## config.mk

```make
export PLATFORM = sky130hd
export DESIGN_NAME = rx_dest_filter
export DESIGN_NICKNAME = d
export VERILOG_FILES = /design/src/rtl/rxdf_pkg.sv /design/src/rtl/rxdf_beat_tracker.sv /design/src/rtl/rxdf_crc_step.sv /design/src/rtl/rxdf_dest_match.sv /design/src/rtl/rxdf_verdict.sv /design/src/rtl/rx_dest_filter.sv
export SDC_FILE = /design/constraint.sdc
export NUM_CORES = 1
export LEC_CHECK = 0
export CAP_MARGIN = 0
export CORE_MARGIN = 4
export CORE_UTILIZATION = 40
export CTS_CLUSTER_SIZE = 12
export DETAILED_ROUTE_END_ITERATION = 12
export GPL_TIMING_DRIVEN = 0
export HOLD_SLACK_MARGIN = 0.12
export PLACE_DENSITY = 0.69
export SKIP_LAST_GASP = 1
export SYNTH_ARGS = -nofsm -noshare
export SYNTH_HDL_FRONTEND = slang
export SYNTH_SLANG_ARGS = --single-unit
```

## constraint.sdc

```tcl
create_clock -name clk -period 4 [get_ports clk]
set_clock_uncertainty 0.2 [all_clocks]
set_input_delay 0.4 -clock clk [delete_from_list [all_inputs] [get_ports clk]]
set_output_delay 0.4 -clock clk [all_outputs]
set_load 0.005 [all_outputs]
```

## src/rtl/rxdf_pkg.sv

```systemverilog
package rxdf_pkg;
  localparam int unsigned CRC_W = 32;
  localparam logic [CRC_W-1:0] CRC_POLY = 32'h04C1_1DB7;
  localparam logic [CRC_W-1:0] CRC_SEED = 32'hFFFF_FFFF;

  typedef enum logic [1:0] {
    CLS_SHORT   = 2'd0,
    CLS_BCAST   = 2'd1,
    CLS_GROUP   = 2'd2,
    CLS_STATION = 2'd3
  } dest_class_e;
endpackage

```

## src/rtl/rxdf_beat_tracker.sv

```systemverilog
module rxdf_beat_tracker #(
  parameter int unsigned ADDR_BYTES = 6,
  parameter int unsigned IDX_W = $clog2(ADDR_BYTES + 1)
) (
  input  logic             clk,
  input  logic             rst_n,
  input  logic             beat_i,
  input  logic             sof_i,
  input  logic             last_i,
  output logic             examine_o,
  output logic             first_o,
  output logic             eval_o,
  output logic             short_o,
  output logic [IDX_W-1:0] idx_o
);
  localparam logic [IDX_W-1:0] END_IDX = IDX_W'(ADDR_BYTES - 1);
  localparam logic [IDX_W-1:0] FULL    = IDX_W'(ADDR_BYTES);

  logic [IDX_W-1:0] seen_q;
  logic             live_q;
  logic             at_end;

  always_comb begin
    first_o   = beat_i & sof_i;
    examine_o = first_o | (beat_i & live_q & (seen_q < FULL));
    idx_o     = first_o ? '0 : seen_q;
    at_end    = (idx_o == END_IDX);
    eval_o    = examine_o & (at_end | last_i);
    short_o   = ~at_end;
  end

  always_ff @(posedge clk or negedge rst_n) begin
    if (!rst_n) begin
      seen_q <= '0;
      live_q <= 1'b0;
    end else if (first_o) begin
      live_q <= ~last_i;
      seen_q <= IDX_W'(1);
    end else if (beat_i & live_q) begin
      if (last_i) live_q <= 1'b0;
      if (examine_o) seen_q <= seen_q + 1'b1;
    end
  end


  single_verdict_chk: assert property (@(posedge clk) disable iff (!rst_n)
    eval_o |=> !(eval_o && !first_o));
endmodule

```

## src/rtl/rxdf_crc_step.sv

```systemverilog
module rxdf_crc_step #(
  parameter int unsigned DATA_W = 8,
  parameter int unsigned CRC_W = 32,
  parameter logic [CRC_W-1:0] POLY = 32'h04C1_1DB7,
  parameter logic [CRC_W-1:0] SEED = 32'hFFFF_FFFF
) (
  input  logic              clk,
  input  logic              rst_n,
  input  logic              load_i,
  input  logic              restart_i,
  input  logic [DATA_W-1:0] data_i,
  output logic [CRC_W-1:0]  crc_next_o
);
  logic [CRC_W-1:0] crc_q;

  always_comb begin
    logic [CRC_W-1:0] c;
    c = restart_i ? SEED : crc_q;
    for (int b = 0; b < int'(DATA_W); b++) begin
      if (c[CRC_W-1] ^ data_i[b]) c = {c[CRC_W-2:0], 1'b0} ^ POLY;
      else                        c = {c[CRC_W-2:0], 1'b0};
    end
    crc_next_o = c;
  end

  always_ff @(posedge clk or negedge rst_n) begin
    if (!rst_n)      crc_q <= SEED;
    else if (load_i) crc_q <= crc_next_o;
  end
endmodule

```

## src/rtl/rxdf_dest_match.sv

```systemverilog
module rxdf_dest_match #(
  parameter int unsigned ADDR_BYTES = 6,
  parameter int unsigned DATA_W = 8,
  parameter int unsigned REG_W = 32,
  parameter int unsigned IDX_W = 3
) (
  input  logic              clk,
  input  logic              rst_n,
  input  logic              examine_i,
  input  logic              first_i,
  input  logic [IDX_W-1:0]  idx_i,
  input  logic [DATA_W-1:0] data_i,
  input  logic [REG_W-1:0]  stn_hi_i,
  input  logic [REG_W-1:0]  stn_lo_i,
  output logic              ones_o,
  output logic              match_o,
  output logic              group_o
);
  localparam int unsigned LO_BYTES = REG_W / DATA_W;
  localparam int unsigned HI_BYTES = ADDR_BYTES - LO_BYTES;

  logic [DATA_W-1:0] stn_byte [ADDR_BYTES];
  logic [DATA_W-1:0] want_byte;
  logic ones_q, match_q, group_q;

  for (genvar i = 0; i < int'(ADDR_BYTES); i++) begin : g_lane
    if (i < int'(HI_BYTES)) begin : g_hi
      assign stn_byte[i] = stn_hi_i[(int'(HI_BYTES) - 1 - i) * int'(DATA_W) +: DATA_W];
    end else begin : g_lo
      assign stn_byte[i] = stn_lo_i[(int'(ADDR_BYTES) - 1 - i) * int'(DATA_W) +: DATA_W];
    end
  end

  always_comb begin
    want_byte = '0;
    for (int k = 0; k < int'(ADDR_BYTES); k++) begin
      if (idx_i == IDX_W'(k)) want_byte = stn_byte[k];
    end
    ones_o  = (first_i | ones_q) & (data_i == {DATA_W{1'b1}});
    match_o = (first_i | match_q) & (data_i == want_byte);
    group_o = first_i ? data_i[0] : group_q;
  end

  always_ff @(posedge clk or negedge rst_n) begin
    if (!rst_n) begin
      ones_q  <= 1'b0;
      match_q <= 1'b0;
      group_q <= 1'b0;
    end else if (examine_i) begin
      ones_q  <= ones_o;
      match_q <= match_o;
      group_q <= group_o;
    end
  end


  bcast_seed_chk: assert property (@(posedge clk) disable iff (!rst_n)
    $rose(ones_q) |-> $past(first_i));

  station_seed_chk: assert property (@(posedge clk) disable iff (!rst_n)
    $rose(match_q) |-> $past(first_i));
endmodule

```

## src/rtl/rxdf_verdict.sv

```systemverilog
module rxdf_verdict
  import rxdf_pkg::*;
#(
  parameter int unsigned HASH_IDX_W = 6,
  parameter int unsigned REG_W = 32,
  parameter int unsigned CRC_W = 32
) (
  input  logic             clk,
  input  logic             rst_n,
  input  logic             first_i,
  input  logic             eval_i,
  input  logic             short_i,
  input  logic             ones_i,
  input  logic             match_i,
  input  logic             group_i,
  input  logic [CRC_W-1:0] crc_i,
  input  logic             bcast_reject_i,
  input  logic             hash_all_i,
  input  logic             promisc_i,
  input  logic [REG_W-1:0] hash_lo_i,
  input  logic [REG_W-1:0] hash_hi_i,
  output logic             valid_o,
  output logic             accept_o,
  output logic             miss_o
);
  localparam int unsigned TBL_BITS = 2 * REG_W;

  logic [TBL_BITS-1:0]   tbl;
  logic [HASH_IDX_W-1:0] hidx;
  logic                  hit;
  dest_class_e           cls;
  logic                  miss_d;

  always_comb begin
    tbl  = {hash_hi_i, hash_lo_i};
    hidx = crc_i[CRC_W-1 -: HASH_IDX_W];
    hit  = tbl[hidx];
    if (short_i)                   cls = CLS_SHORT;
    else if (ones_i)               cls = CLS_BCAST;
    else if (group_i | hash_all_i) cls = CLS_GROUP;
    else                           cls = CLS_STATION;
    case (cls)
      CLS_SHORT: miss_d = 1'b1;
      CLS_BCAST: miss_d = bcast_reject_i;
      CLS_GROUP: miss_d = ~hit;
      default:   miss_d = ~match_i;
    endcase
  end

  always_ff @(posedge clk or negedge rst_n) begin
    if (!rst_n) begin
      valid_o  <= 1'b0;
      accept_o <= 1'b0;
      miss_o   <= 1'b0;
    end else if (eval_i) begin
      valid_o  <= 1'b1;
      accept_o <= ~miss_d | promisc_i;
      miss_o   <= miss_d;
    end else if (first_i) begin
      valid_o <= 1'b0;
    end
  end


  hold_verdict_chk: assert property (@(posedge clk) disable iff (!rst_n)
    (valid_o && !first_i) |=> (valid_o && $stable(accept_o) && $stable(miss_o)));

  sof_clear_chk: assert property (@(posedge clk) disable iff (!rst_n)
    (first_i && !eval_i) |=> !valid_o);

  promisc_accept_chk: assert property (@(posedge clk) disable iff (!rst_n)
    (eval_i && promisc_i) |=> accept_o);

  short_miss_chk: assert property (@(posedge clk) disable iff (!rst_n)
    (eval_i && short_i) |=> (miss_o && valid_o));
endmodule

```

## src/rtl/rx_dest_filter.sv

```systemverilog
module rx_dest_filter
  import rxdf_pkg::*;
#(
  parameter int unsigned ADDR_BYTES = 6,
  parameter int unsigned DATA_W = 8,
  parameter int unsigned REG_W = 32,
  parameter int unsigned HASH_IDX_W = 6
) (
  input  logic              clk,
  input  logic              rst_n,
  input  logic              in_valid,
  output logic              in_ready,
  input  logic [DATA_W-1:0] in_data,
  input  logic              in_sof,
  input  logic              in_last,
  input  logic              cfg_bcast_reject,
  input  logic              cfg_hash_all,
  input  logic              cfg_promisc,
  input  logic [REG_W-1:0]  hash_lo,
  input  logic [REG_W-1:0]  hash_hi,
  input  logic [REG_W-1:0]  stn_addr_hi,
  input  logic [REG_W-1:0]  stn_addr_lo,
  output logic              res_valid,
  output logic              res_accept,
  output logic              res_miss
);
  localparam int unsigned IDX_W = $clog2(ADDR_BYTES + 1);

  logic             beat, examine, first, eval, short_f;
  logic [IDX_W-1:0] idx;
  logic [CRC_W-1:0] crc_next;
  logic             ones, match, group;

  assign in_ready = 1'b1;
  assign beat     = in_valid & in_ready;

  rxdf_beat_tracker #(.ADDR_BYTES(ADDR_BYTES), .IDX_W(IDX_W)) trk_i (
    .clk(clk), .rst_n(rst_n), .beat_i(beat), .sof_i(in_sof), .last_i(in_last),
    .examine_o(examine), .first_o(first), .eval_o(eval), .short_o(short_f),
    .idx_o(idx));

  rxdf_crc_step #(.DATA_W(DATA_W), .CRC_W(CRC_W), .POLY(CRC_POLY), .SEED(CRC_SEED)) crc_i (
    .clk(clk), .rst_n(rst_n), .load_i(examine), .restart_i(first),
    .data_i(in_data), .crc_next_o(crc_next));

  rxdf_dest_match #(.ADDR_BYTES(ADDR_BYTES), .DATA_W(DATA_W), .REG_W(REG_W),
                    .IDX_W(IDX_W)) cmp_i (
    .clk(clk), .rst_n(rst_n), .examine_i(examine), .first_i(first), .idx_i(idx),
    .data_i(in_data), .stn_hi_i(stn_addr_hi), .stn_lo_i(stn_addr_lo),
    .ones_o(ones), .match_o(match), .group_o(group));

  rxdf_verdict #(.HASH_IDX_W(HASH_IDX_W), .REG_W(REG_W), .CRC_W(CRC_W)) vrd_i (
    .clk(clk), .rst_n(rst_n), .first_i(first), .eval_i(eval), .short_i(short_f),
    .ones_i(ones), .match_i(match), .group_i(group), .crc_i(crc_next),
    .bcast_reject_i(cfg_bcast_reject), .hash_all_i(cfg_hash_all),
    .promisc_i(cfg_promisc), .hash_lo_i(hash_lo), .hash_hi_i(hash_hi),
    .valid_o(res_valid), .accept_o(res_accept), .miss_o(res_miss));
endmodule

```

==> impl_results.rst, run 1 <==
.. list-table::
   :header-rows: 1

   * - Metric
     - Value
   * - Vias
     - 4212
   * - Static power due to leakage
     - 2.20 nW
   * - Remaining global-route overflow
     - 0
   * - Arrival time of the worst setup path
     - 3.71 ns
   * - Final wirelength
     - 13600 um
   * - Area added between synthesis and finish
     - 39.4%
   * - Total global-route track usage
     - 22.4%
   * - Clock net sink count
     - 42
   * - Vias in the first global route
     - 4273
   * - Share of cells above drive strength 1
     - 13.1%
   * - Post-detailed-route DRC marker count
     - 0
   * - # IOs
     - 148
   * - Root buffer cell
     - clkbuf_8
   * - Sequential share of the synthesized area
     - 26.5%
   * - Max-cap violation count
     - 0
   * - Final period utilization
     - 93.6%
   * - EDFF count, synth
     - 0
   * - Most frequent cell after synthesis
     - nor2_1
   * - Top-area cell type share of the netlist area
     - 20.4%
   * - Number of detailed-route iterations in the first pass
     - 5
   * - Total power of the final layout
     - 5.42 mW
   * - CTS tree
     - done
   * - Required time worst endpoint
     - 3.97 ns
   * - Main area contributors after synthesis
     - dfstp_2 20%, xnor2_1 12%, nor2_1 6.1%
   * - Crit path max fanout
     - 10
   * - Worst slew margin relative to its limit
     - 52.0%
   * - Initial antenna violation count
     - 0
   * - DP Wirelength
     - 10500 um
   * - Cell count after synthesis
     - 490
   * - Class of the tightest hold or removal check
     - in -> async
   * - Final max-slew violation count
     - 0
   * - H-tree Lvls
     - 2
   * - Worst-case vdd ir drop
     - 0.715 mV
   * - Weighted congestion reported at the end of routability-driven placement
     - 0.897
   * - Area of the die
     - 0.0120 mm^2
   * - Pin count of the biggest net entering global routing
     - 23
   * - Setup violators final
     - 0
   * - Setup CP Type
     - in -> reg
   * - Die span in y
     - 110 um
   * - Number of synthesized register bits
     - 42
   * - Number of nets produced by synthesis
     - 635
   * - Unrepaired setup endpoints after global routing
     - no
   * - Die boundary width
     - 110 um
   * - Proportion of synthesized flip-flops having asynchronous set or reset
     - 100%
   * - Vias/cell
     - 5.56
   * - Timing-limited maximum frequency
     - 0.267 GHz
   * - First-pass GRT wire length
     - 21100 um
   * - Yosys top cell by area
     - dfstp_2
   * - Run status
     - completed
   * - Unique masters post-synth
     - 61
   * - Final hold vios
     - 0
   * - Remaining antenna violation count after routing
     - 0
   * - Setup slack, reg-to-reg
     - 0.29 ns
   * - Syn. warnings
     - 0
   * - Post-route core utilization
     - 58.0%
   * - Count of routing violations after the opening detailed-route iteration
     - 285
   * - Min Tclk post-route
     - 3.74 ns
   * - Max Root-Sink Buffers
     - 2
   * - Leading post-synthesis cells by instance count
     - 67 x nor2_1, 55 x xnor2_1, 47 x nand2_1
   * - Num CTS Buffers
     - 5
   * - Number of nets in the layout
     - 769
   * - Kind of start point of the critical path
     - primary input
   * - Syn_area_per_cell
     - 8.41 um^2
   * - Area of the placeable core
     - 0.00991 mm^2
   * - Cell Area, Synth
     - 0.00412 mm^2
   * - WL per Instance
     - 17.9 um
   * - Count of input and output buffers
     - 122
   * - P per Cell Area
     - 944 mW/mm^2
   * - Most used flip-flop cell after synthesis
     - dfstp_2
   * - Clock Latency Late Sink
     - 0.31 ns
   * - Initial cell density of the core
     - 41.6%
   * - Crit end category
     - flip-flop
   * - Number of rows in the core area
     - 36
   * - Clk pin slew, worst setup/hold paths
     - 0.10 ns
   * - Ant. Diodes
     - 0
   * - Actual transition at the worst max-transition pin
     - 0.715 ns
logic make-up after synthesis:
kind of cell               after synthesis  share of synthesized area (%)
DFF                                     42                           26.5
adders and majority gates                1                          0.304
muxes                                   31                           10.9
and+or+nand+nor                        149                           15.6
buffers and inverters                   48                           5.37
xor gates and xnor gates                89                           20.8
AOI/OAI and AO/OA                      129                           20.4
other                                    1                         0.0910
per-layer routing:
| metal | vias to the layer above | global-route usage [%] | wire [um] |
|---|---|---|---|
| li1 | 1991 | - | - |
| met1 | 2017 | 27.4 | 5430 |
| met2 | 183 | 40.1 | 6870 |
| met3 | 21 | 3.76 | 1040 |
| met4 | 0 | 6.50 | 247 |
| met5 | - | 0 | 0 |
state kept, by name, summed over array words and instances, names as in the netlist:
name and cells:
trk_i.seen_q 3, vrd_i.miss_o 1, trk_i.live_q 1, cmp_i.ones_q 1
cmp_i.match_q 1, vrd_i.accept_o 1, vrd_i.valid_o 1, cmp_i.group_q 1
crc_i.crc_q 32
area by class of cell:
class                      instances  area (um^2)
tap                              133          166
clock buffer                       5         68.8
sequential                        42         1090
buffer                            42          201
inverter                           6         22.5
multi-input combinational        400         2870
fill                             913         4170
clock inverter                     3         48.8
timing repair buffer             127         1280
cell usage in the layout (no fill, tap or decap), types with 17 or more instances in the layout:
cell / Yosys / final
clkdlybuf4s50_1: 0 / 121
nor2_1: 67 / 67
xnor2_1: 55 / 52
nand2_1: 47 / 47
a21oi_1: 40 / 40
dfstp_2: 32 / 32
clkbuf_1: 32 / 30
xor2_1: 27 / 26
mux2i_1: 19 / 19
o21ai_0: 17 / 17
through the flow:
| stage | cells | area [um^2] | setup slack, ns | hold slack [ns] | TNS [ns] |
|---|---|---|---|---|---|
| 6_report | 758 | 5740 | 0.256 | 0.194 | 0 |
| 3_3_place_gp | 745 | 5510 | -0.226 | 0.251 | -0.361 |
| 5_1_grt | 758 | 5740 | 0.0411 | 0.249 | 0 |
| 3_5_place_dp | 746 | 5530 | -0.279 | 0.261 | -0.475 |
| 2_1_floorplan | 490 | 4120 | 0.633 | -0.0956 | 0 |
| 4_1_cts | 755 | 5660 | 0.0364 | 0.216 | 0 |
power by group:
part           switching, mW  leakage [nW]  internal (mW)
registers              0.153         0.459          0.730
clock network          0.176        0.0563          0.190
logic                   2.12          1.68           2.05
total                   2.45          2.20           2.97
repair_timing:
| action | 4_1_cts | 5_1_grt |
|---|---|---|
| endpoints found under the hold margin | 1 | 0 |
| setup buffers | 0 | 3 |
| endpoints found under the setup margin | 0 | 2 |
| gates resized for setup | 0 | 14 |
| hold buffers | 1 | 0 |
worst paths after layout:
| path | startpoint | to | depth (start not counted) |
|---|---|---|---|
| max in group asynchronous | rst_n | crc_i.crc_q[29] | 2 |
| setup / recovery | in_sof | vrd_i.miss_o | 13 |
| hold / removal | rst_n | crc_i.crc_q[0] | 1 |
| min in group clk | cmp_i.ones_q | cmp_i.ones_q | 2 |
| hold reg to reg | cmp_i.ones_q | cmp_i.ones_q | 2 |
| setup reg to reg | crc_i.crc_q[29] | vrd_i.accept_o | 11 |
critical path, cell delays in order:
cell             delay (ns)
clkdlybuf4s50_1        0.60
and2_1                 0.18
buf_6                  0.16
nor2_8                 0.06
xnor2_4                0.25
xor3_2                 0.52
buf_6                  0.19
buf_8                  0.16
mux2i_1                0.12
a2111oi_0              0.49
a211o_1                0.17
a2bb2oi_1              0.26
o221ai_1               0.15
Power figures use the tool's default switching activity.
==> run 2, diff against run 1 <==
--- a/config.mk
+++ b/config.mk
@@ -5,14 +5,18 @@
 export SDC_FILE = /design/constraint.sdc
 export NUM_CORES = 1
 export LEC_CHECK = 0
+export ABC_AREA = 1
 export CAP_MARGIN = 0
+export CELL_PAD_IN_SITES_DETAIL_PLACEMENT = 0
+export CELL_PAD_IN_SITES_GLOBAL_PLACEMENT = 1
 export CORE_MARGIN = 4
 export CORE_UTILIZATION = 40
 export CTS_CLUSTER_SIZE = 12
 export DETAILED_ROUTE_END_ITERATION = 12
+export DONT_BUFFER_PORTS = 1
 export GPL_TIMING_DRIVEN = 0
 export HOLD_SLACK_MARGIN = 0.12
-export PLACE_DENSITY = 0.69
+export PLACE_DENSITY = 0.71
 export SKIP_LAST_GASP = 1
 export SYNTH_ARGS = -nofsm -noshare
 export SYNTH_HDL_FRONTEND = slang
==> impl_results.rst, run 2 <==
.. list-table::
   :header-rows: 1

   * - Metric
     - Value
   * - Run status
     - completed
   * - Most common library cell in the layout ignoring fill and taps
     - nand2_1
   * - Area of the die
     - 0.0119 mm^2
   * - Num CTS Buffers
     - 5
   * - WL per Instance
     - 16.0 um
   * - Max Root-Sink Buffers
     - 2
   * - Number of nets produced by synthesis
     - 778
   * - Fraction of power consumed by sequential logic
     - 20.8%
   * - Multi-input combinational cell area
     - 0.00263 mm^2
   * - Initial cell density of the core
     - 41.4%
   * - Final period utilization
     - 73.0%
   * - Number of detailed-route iterations in the first pass
     - 4
   * - Clock net sink count
     - 42
   * - Weighted congestion reported at the end of routability-driven placement
     - 0.811
   * - Vias
     - 3953
   * - FF/Latch Area
     - 0.00109 mm^2
   * - DP Wirelength
     - 9890 um
   * - Relative contribution of combinational cells to total power
     - 70.5%
   * - Syn. warnings
     - 0
   * - Post-detailed-route DRC marker count
     - 0
   * - Clk pin slew, worst setup/hold paths
     - 0.09 ns
   * - Min Tclk post-route
     - 2.92 ns
   * - Die span in y
     - 109 um
   * - Syn_area_per_cell
     - 6.46 um^2
   * - CTS-repair resized insts
     - 0
   * - Kind of start point of the critical path
     - flip-flop
   * - Count of input and output buffers
     - 0
   * - Worst slew margin relative to its limit
     - 57.2%
   * - Class of the tightest hold or removal check
     - in -> reg
   * - Required time worst endpoint
     - 3.99 ns
   * - Unique masters post-synth
     - 32
   * - Number of setup buffers added after CTS
     - 0
   * - Actual transition at the worst max-transition pin
     - 0.643 ns
   * - Number of nets in the layout
     - 790
   * - Share of cells above drive strength 1
     - 13.9%
   * - Largest register by flop count
     - crc_i.crc_q
   * - Sequential share of the synthesized area
     - 26.7%
   * - Path depth of the worst reg2reg path
     - 20
   * - Initial antenna violation count
     - 0
   * - Launch point of the worst path
     - crc_i.crc_q[30]
   * - Filler cells
     - 1051
   * - Regs by FF count
     - crc_i.crc_q (32), trk_i.seen_q (3)
   * - Most frequent cell after synthesis
     - nand2_1
   * - Vias in the first global route
     - 3750
   * - Most frequent cells in the layout
     - 223 x nand2_1, 101 x nand3_1, 47 x inv_1
   * - Crit path max fanout
     - 10
   * - # IOs
     - 148
   * - Die boundary width
     - 109 um
   * - Top-area cell type share of the netlist area
     - 20.6%
   * - Total global-route track usage
     - 21.1%
   * - Final hold vios
     - 0
   * - Switching Power
     - 1.98 mW
   * - Beginning of the worst register-to-register path
     - crc_i.crc_q[30]
   * - Cell Area, Synth
     - 0.00409 mm^2
   * - CTS tree
     - done
   * - Remaining global-route overflow
     - 0
   * - Flip-flop count of the largest register after layout
     - 32
   * - Area added between synthesis and finish
     - 8.39%
   * - Cell count after synthesis
     - 633
   * - Final wirelength
     - 12500 um
   * - Ant. Diodes
     - 0
   * - Total power of the final layout
     - 3.95 mW
   * - Post-route core utilization
     - 44.9%
   * - Yosys top cell by area
     - dfstp_2
   * - Net switching share of the total power
     - 50.3%
   * - Static power due to leakage
     - 2.18 nW
   * - Setup violators final
     - 0
   * - Most used flip-flop cell after synthesis
     - dfstp_2
   * - First-pass GRT wire length
     - 19700 um
   * - Setup CP Type
     - reg -> reg
   * - Count of routing violations after the opening detailed-route iteration
     - 217
   * - Leading post-synthesis cells by instance count
     - 223 x nand2_1, 101 x nand3_1, 47 x inv_1
   * - Timing-limited maximum frequency
     - 0.343 GHz
   * - P per Cell Area
     - 891 mW/mm^2
   * - Final total negative setup slack
     - 0 ns
   * - Internal power component
     - 1.96 mW
   * - Worst-case vdd ir drop
     - 0.453 mV
   * - Arrival time of the worst setup path
     - 2.91 ns
   * - Proportion of synthesized flip-flops having asynchronous set or reset
     - 100%
   * - Main area contributors after synthesis
     - dfstp_2 21%, nand2_1 20%, nand3_1 12%
   * - Clock share of power
     - 8.7%
   * - Area of the placeable core
     - 0.00986 mm^2
   * - Crit end category
     - flip-flop
   * - Max-cap violation count
     - 0
   * - Number of synthesized register bits
     - 42
   * - Vias/cell
     - 5.07
   * - Number of rows in the core area
     - 36
   * - H-tree Lvls
     - 2
   * - Unrepaired setup endpoints after global routing
     - no
   * - Clock Latency Late Sink
     - 0.30 ns
   * - Worst hold path depth
     - 2
   * - EDFF count, synth
     - 0
   * - Pin count of the biggest net entering global routing
     - 43
   * - Final max-slew violation count
     - 0
   * - Remaining antenna violation count after routing
     - 0
   * - Min-delay src
     - in_data[2]
   * - Root buffer cell
     - clkbuf_8
run 2: final timing paths:
kind / to / slack [ns]
min in group asynchronous: trk_i.seen_q[1] / 0.41
worst max register to register: vrd_i.accept_o / 1.08
worst max-delay path: vrd_i.accept_o / 1.08
max in group asynchronous: crc_i.crc_q[24] / 2.92
worst min register to register: crc_i.crc_q[3] / 0.28
worst min-delay path: cmp_i.ones_q / 0.14
run 2: kinds of logic (layout without fill, tap and decap cells):
logic type | after synthesis | in the layout | share of synthesized area [%]
compound gates | 60 | 60 | 7.50
other cells | 1 | 1 | 0.0917
fa+ha+maj | 1 | 1 | 0.306
simple gates | 385 | 385 | 41.2
buf+inv | 81 | 94 | 8.97
flops | 42 | 42 | 26.7
xor+xnor | 63 | 63 | 15.2
run 2: layout make-up:
| type | instances | share of cell area (%) |
|---|---|---|
| clock inverters | 3 | 0.904 |
| well taps | 133 | 3.76 |
| flip-flops and latches | 42 | 24.6 |
| clock buffers | 5 | 1.55 |
| inverters | 55 | 4.66 |
| repair buffers | 5 | 1.52 |
| multi-input cells | 510 | 59.4 |
| plain buffers | 26 | 3.61 |
run 2: what timing repair did:
item,CTS,global route
hold endpoints to repair,44,0
hold buffers,5,0
setup endpoints to repair,0,0
run 2: metal layers:
metal	routed length, um	global-route usage [%]	vias up
li1	-	-	2034
met1	5580	28.5	1819
met3	856	2.72	5
met2	5990	36.0	95
met5	0	0	-
met4	78	4.15	0
run 2: critical path, stage by stage (launching register included):
cell     delay (ns)
dfstp_2        0.54
inv_1          0.06
nand2_1        0.08
nand2_1        0.08
nand2_4        0.12
nand2_1        0.10
nand2_4        0.18
inv_2          0.09
nand2_4        0.11
buf_2          0.23
nand3_1        0.09
nand3_1        0.10
nand3_1        0.09
nand3_1        0.09
nand3_1        0.08
nand3_1        0.10
nand3_1        0.14
nand2_1        0.12
nand3_1        0.08
nand2_1        0.06
inv_1          0.04
run 2: through the flow:
stage,instances,cell area [um^2],setup WS (ns),hold WS [ns]
4_1_cts,779,4430,1.03,0.137
6_report,779,4430,1.08,0.136
5_1_grt,779,4430,0.821,0.147
3_5_place_dp,766,4250,0.992,-0.0947
3_3_place_gp,766,4250,0.971,-0.0947
2_1_floorplan,633,4090,1.58,-0.0956
run 2: power by group through the flow:
stage | registers, mW | clock network, mW | logic (mW)
after floorplan | 0.799 | 0 | 2.24
after global placement | 0.821 | 0 | 2.76
after detailed placement | 0.828 | 0 | 2.78
after CTS | 0.821 | 0.350 | 2.82
after global routing | 0.849 | 0.369 | 3.15
final | 0.822 | 0.342 | 2.78
